**src/rtl/bchenc_pkg.sv**
```systemverilog
package bchenc_pkg;

  // Strobes from the sequencer to the parity datapath.
  typedef struct packed {
    logic clear;    // zero the register
    logic advance;  // absorb the current word
    logic first;    // current word is the first of the message
  } encStrobe_t;

endpackage

```
**src/rtl/bchenc_ctrl.sv**
```systemverilog
module bchenc_ctrl
  import bchenc_pkg::*;
#(
  parameter int WORDS = 820,
  parameter int CNT_W = 10
) (
  input  logic             clk,
  input  logic             rstN,
  input  logic             start,
  input  logic             dataValid,
  output encStrobe_t       strobe,
  output logic [CNT_W-1:0] wordCount,
  output logic             done
);

  logic [CNT_W-1:0] cnt;
  logic             busy;
  logic             lastWord;

  assign lastWord = (cnt == CNT_W'(WORDS - 1));

  always_comb begin
    strobe.clear   = start;
    strobe.advance = busy && dataValid && !start;
    strobe.first   = (cnt == '0);
  end

  always_ff @(posedge clk) begin
    if (!rstN) begin
      cnt  <= '0;
      busy <= 1'b0;
      done <= 1'b0;
    end else begin
      done <= 1'b0;
      if (start) begin
        cnt  <= '0;
        busy <= 1'b1;
      end else if (busy && dataValid) begin
        cnt <= cnt + 1'b1;
        if (lastWord) begin
          busy <= 1'b0;
          done <= 1'b1;
        end
      end
    end
  end

  assign wordCount = cnt;

  AST_DONE_PULSE: assert property (@(posedge clk) disable iff (!rstN)
    done |=> !done);
  AST_DONE_AT_END: assert property (@(posedge clk) disable iff (!rstN)
    done |-> (cnt == CNT_W'(WORDS)));
  AST_COUNT_CEILING: assert property (@(posedge clk) disable iff (!rstN)
    cnt <= CNT_W'(WORDS));
  AST_START_RESTART: assert property (@(posedge clk) disable iff (!rstN)
    start |=> (cnt == '0));
  AST_IDLE_FROZEN: assert property (@(posedge clk) disable iff (!rstN)
    (!busy && !start) |=> $stable(cnt));

endmodule

```
**src/rtl/bchenc_dpath.sv**
```systemverilog
module bchenc_dpath
  import bchenc_pkg::*;
#(
  parameter int                  PAR_BITS = 70,
  parameter int                  PAR_W    = 10,
  parameter logic [PAR_BITS-1:0] GEN_POLY = '1
) (
  input  logic                clk,
  input  logic                rstN,
  input  encStrobe_t          strobe,
  input  logic [PAR_W-1:0]    dataIn,
  input  logic                msbIn,
  output logic [PAR_BITS-1:0] parity
);

  // Row idx of the update matrix: x^(PAR_BITS+idx) mod g(x).
  function automatic logic [PAR_BITS-1:0] powRow(input int idx);
    logic [PAR_BITS-1:0] t;
    t = GEN_POLY;
    for (int n = 0; n < idx; n++)
      t = {t[PAR_BITS-2:0], 1'b0} ^ (t[PAR_BITS-1] ? GEN_POLY : '0);
    return t;
  endfunction

  logic [PAR_BITS-1:0]             parReg;
  logic [PAR_BITS-1:0]             shifted;
  logic [PAR_BITS-1:0]             nextPar;
  logic [PAR_W-1:0]                wordEff;
  logic [PAR_W-1:0]                fbVec;
  logic [PAR_W-1:0][PAR_BITS-1:0]  terms;

  assign wordEff = dataIn ^ (PAR_W'(strobe.first & msbIn) << (PAR_W - 1));
  assign fbVec   = parReg[PAR_BITS-1 -: PAR_W] ^ wordEff;
  assign shifted = parReg << PAR_W;

  for (genvar i = 0; i < PAR_W; i++) begin : g_row
    localparam logic [PAR_BITS-1:0] ROW = powRow(i);
    assign terms[i] = ROW & {PAR_BITS{fbVec[i]}};
  end

  always_comb begin
    nextPar = shifted;
    for (int i = 0; i < PAR_W; i++) nextPar ^= terms[i];
  end

  always_ff @(posedge clk) begin
    if (!rstN)               parReg <= '0;
    else if (strobe.clear)   parReg <= '0;
    else if (strobe.advance) parReg <= nextPar;
  end

  assign parity = parReg;

  AST_CLEAR_ZERO: assert property (@(posedge clk) disable iff (!rstN)
    strobe.clear |=> (parReg == '0));
  AST_STALL_HOLD: assert property (@(posedge clk) disable iff (!rstN)
    (!strobe.clear && !strobe.advance) |=> $stable(parReg));

endmodule

```
**src/rtl/parallel_bch_encoder.sv**
```systemverilog
module parallel_bch_encoder
  import bchenc_pkg::*;
#(
  parameter int                  MSG_BITS = 8200,
  parameter int                  PAR_BITS = 70,
  parameter int                  PAR_W    = 10,
  parameter logic [PAR_BITS-1:0] GEN_POLY = 70'h23A5C91E70F4BD861,
  localparam int                 WORDS    = MSG_BITS / PAR_W,
  localparam int                 CNT_W    = $clog2(WORDS + 1)
) (
  input  logic                clk,
  input  logic                rstN,
  input  logic                start,
  input  logic [PAR_W-1:0]    dataIn,
  input  logic                dataValid,
  input  logic                msbIn,
  output logic [CNT_W-1:0]    wordCount,
  output logic                done,
  output logic [PAR_BITS-1:0] parity
);

  encStrobe_t strobe;

  bchenc_ctrl #(.WORDS(WORDS), .CNT_W(CNT_W)) u_ctrl (
    .clk(clk), .rstN(rstN), .start(start), .dataValid(dataValid),
    .strobe(strobe), .wordCount(wordCount), .done(done)
  );

  bchenc_dpath #(.PAR_BITS(PAR_BITS), .PAR_W(PAR_W), .GEN_POLY(GEN_POLY)) u_dpath (
    .clk(clk), .rstN(rstN), .strobe(strobe), .dataIn(dataIn),
    .msbIn(msbIn), .parity(parity)
  );

endmodule

```
**config.mk**
```make
export PLATFORM = sky130hd
export DESIGN_NAME = parallel_bch_encoder
export DESIGN_NICKNAME = d
export VERILOG_FILES = /design/src/rtl/bchenc_pkg.sv /design/src/rtl/bchenc_ctrl.sv /design/src/rtl/bchenc_dpath.sv /design/src/rtl/parallel_bch_encoder.sv
export SDC_FILE = /design/constraint.sdc
export NUM_CORES = 1
export LEC_CHECK = 0
export BUFFER_PORTS_ARGS = -buffer_cell sky130_fd_sc_hd__buf_2
export CORE_MARGIN = 5
export CORE_UTILIZATION = 30
export CTS_CLUSTER_DIAMETER = 40
export DETAILED_ROUTE_END_ITERATION = 16
export RECOVER_POWER = 100
export SKIP_CTS_REPAIR_TIMING = 1
export SLEW_MARGIN = 20
export SYNTH_ARGS = -nofsm -noshare
export SYNTH_HDL_FRONTEND = slang
export SYNTH_SLANG_ARGS = --single-unit
```
**constraint.sdc**
```tcl
create_clock -name clk -period 4.6 [get_ports clk]
set_input_delay 0.92 -clock clk [delete_from_list [all_inputs] [get_ports clk]]
set_output_delay 0.92 -clock clk [all_outputs]
set_load 0.1 [all_outputs]
```
==> results.py <==
metrics = {
    "synth": {
        "synthCells": 506,
        "synth-seq-cells": 82,
        "netlist_area_um2": 4650,
        "synth_top_area_share_pct": 35.3,
        "yosys_warnings": 0,
        "synth_area_leaders": "dfxtp_1 (35%), xnor2_1 (26%), a21oi_1 (6.8%)",
        "yosys.cell_types.count": 30,
        "syn_nets": 523,
        "syn_area_per_cell_um2": 9.18,
        "yosys.area.top_type": "dfxtp_1",
        "seq_area_frac_synth_pct": 35.3,
    },
    "global_route": {
        "grt_pass1_wl_um": 21800,
        "gr-total-overflow": 0,
        "grt_pass1_vias": 3774,
        "top_usage_layer": "met2",
        "use_met3_pct": 4.16,
        "gr-usage-met1_pct": 20.4,
        "grt_max_degree": 76,
        "grt_usage_pct": 15.3,
        "met2_usage_pct": 24.9,
        "antenna_found_initial": 0,
    },
    "placement": {
        "placed_area_um2": 5300,
        "place_hpwl_um": 10200,
        "globalplace.congestion": 0.893,
        "placement.io_buffers": 95,
    },
    "layout": {
        "area_growth_pct": 17.0,
        "fin_util_pct": 35.7,
        "drive_gt1_share_pct": 7.05,
        "multiInputGateArea_um2": 2840,
        "nets": 609,
        "fin_area_um2": 5430,
        "regArea_um2": 1640,
        "num_antenna_cells": 0,
        "fillers": 1573,
    },
    "drt": {
        "first_iter_violations": 250,
        "antenna_left": 0,
        "wl_per_cell_um": 17.5,
        "route.detailed.drc": 0,
        "dr_total_vias": 3786,
        "vias_per_cell": 4.83,
        "drt-total-wl_um": 13700,
        "drtPass1Iterations": 5,
    },
    "worst_setup_path": {
        "cp_num_buf_inv": 1,
        "crit_fanout": 8,
        "slowest_stage": "xnor2_1",
        "worstPathArrival_ns": 3.58,
        "cp-start-kind": "input port",
        "path_delay_family": "XOR/XNOR gates",
        "crit_chain": "buf_2 -> xnor2_1 -> xor2_1 -> xnor2_1 -> xnor2_1 -> a21oi_1",
        "critPathKind": "in -> reg",
        "required_ns": 4.73,
        "cp-end-kind": "register",
        "critPathMaxStageDelay_ns": 1.09,
        "cpMostUsedCell": "xnor2_1",
    },
    "sta": {
        "fin_hold_ws_ns": 0.488,
        "tightest_slew_ns": 1.88,
        "setup_viol": 0,
        "setup_tns_ns": 0,
        "fmax_mhz": 290,
        "rsz0062_at_grt": "false",
        "slew_viol_final": 41,
        "maxSlewHeadroom_pct": -25.0,
        "fin_crit_sh_pct": 74.9,
        "hold_viol_final": 0,
        "fin_skew_ns": 0.00650,
        "fin_crit_ns": 3.44,
    },
    "job": {
        "max_cap_viol_count": 1,
    },
    "clock_tree": {
        "cts.sinks": 82,
        "clockBufferDepth": 2,
        "clock_latency_ns": 0.34,
        "cts.root.buffer_cell": "clkbuf_16",
        "cts_made_buffers": 9,
        "h-tree-depth": 3,
        "clk_pin_slew_ns": 0.06,
        "cts_tree": "done",
    },
    "power": {
        "p_per_area_nw_per_um2": 434,
        "p_total_uw": 2360,
        "power.leakage_uw": 0.00177,
        "peakVddDrop_v": 0.000220,
    },
    "floorplanning": {
        "fp.dieArea_um2": 18100,
        "die_w_um": 134,
        "rows": 45,
        "initial_core_util_pct": 30.6,
        "coreArea_um2": 15200,
        "die_height_um": 134,
        "io_pins": 96,
    },
    "status": {
        "outcome": "complete, but fails checks",
        "violations": "max-capacitance violations, max-slew violations",
    },
    "min_path": {
        "hold_path.class": "reg -> reg",
    },
}
-- synthesized netlist by cell type, drive strengths merged --
master	n
nor2	22
ha	2
a21oi	63
nand3	3
a211oi	5
o21ai	43
nand4	6
xor2	33
clkbuf	21
xnor2	149
dfxtp	82
or3	4
and2	2
xnor3	3
nor4	1
nand2b	2
o21a	1
or4	2
nor3	2
o221a	1
buf	4
nand2	50
nor2b	1
inv	4
-- sequential cells by signal (all words and copies together) (netlist names) --
register and flops:
u_dpath.parity 70, u_ctrl.wordCount 10, u_ctrl.busy 1, u_ctrl.done 1
-- placed cells by master, fill, tap and decap left out, drive strengths merged --
master and instances:
a211oi 5, a21oi 63, and2 2, buf 13
bufinv 1, clkbuf 100, clkinv 1, dfxtp 82
ha 2, inv 4, nand2 50, nand2b 2
nand3 3, nand4 6, nor2 22, nor2b 1
nor3 2, nor4 1, o21a 1, o21ai 43
o221a 1, or3 4, or4 2, xnor2 149
xnor3 3, xor2 33
-- worst register-to-register path: stages, from the launching register on --
cell	delay, ns
dfxtp_1	0.37
or4_1	0.54
nor3_1	0.36
xor2_1	0.17
clkbuf_1	0.72
xnor3_1	0.65
xnor2_1	0.18
a21oi_1	0.08
-- worst paths after layout --
| check | start | endpoint | slack, ns | depth (start not counted) |
|---|---|---|---|---|
| setup / recovery | dataIn[7] | u_dpath.parity[35]$_SDFFE_PP0P_ | 1.16 | 6 |
| hold / removal | u_dpath.parity[67]$_SDFFE_PP0P_ | u_dpath.parity[67]$_SDFFE_PP0P_ | 0.49 | 2 |
| setup reg to reg | u_ctrl.wordCount[4]$_SDFFE_PP0P_ | u_dpath.parity[61]$_SDFFE_PP0P_ | 1.32 | 7 |
| hold reg to reg | u_dpath.parity[67]$_SDFFE_PP0P_ | u_dpath.parity[67]$_SDFFE_PP0P_ | 0.49 | 2 |
-- per-layer routing --
metal | routed length (µm) | up-vias
li1 | - | 1829
met1 | 6300 | 1830
met2 | 6450 | 115
met3 | 811 | 12
met4 | 142 | 0
met5 | 0 | -
-- kinds of logic (layout without fill, tap and decap cells) --
family | Yosys count | in the layout | synth area share, %
compound gates | 113 | 113 | 12.6
flops | 82 | 82 | 35.3
buf+inv | 29 | 119 | 2.50
xor+xnor | 185 | 185 | 40.0
simple gates | 95 | 95 | 8.94
fa+ha+maj | 2 | 2 | 0.539
-- final cells by class --
type	instances	share of cell area [%]
inverter	4	0.276
multi-input combinational	395	52.2
clock buffer	13	4.97
timing repair buffer	100	7.32
sequential	82	30.2
clock inverter	2	0.645
tap	188	4.33
-- power breakdown --
part | total [µW] | leakage, µW | internal [µW] | switching (µW)
clock | 741 | 0.000152 | 461 | 280
combinational | 866 | 0.000958 | 323 | 544
sequential | 754 | 0.000664 | 731 | 22.6
-- through the flow --
| step | cells | setup slack (ns) |
|---|---|---|
| after floorplan | 506 | 1.89 |
| final | 784 | 1.16 |
| after global routing | 784 | 0.915 |
| after CTS | 784 | 1.68 |
| after detailed placement | 769 | 1.33 |
| after global placement | 769 | 1.36 |
Power figures use the tool's default switching activity.
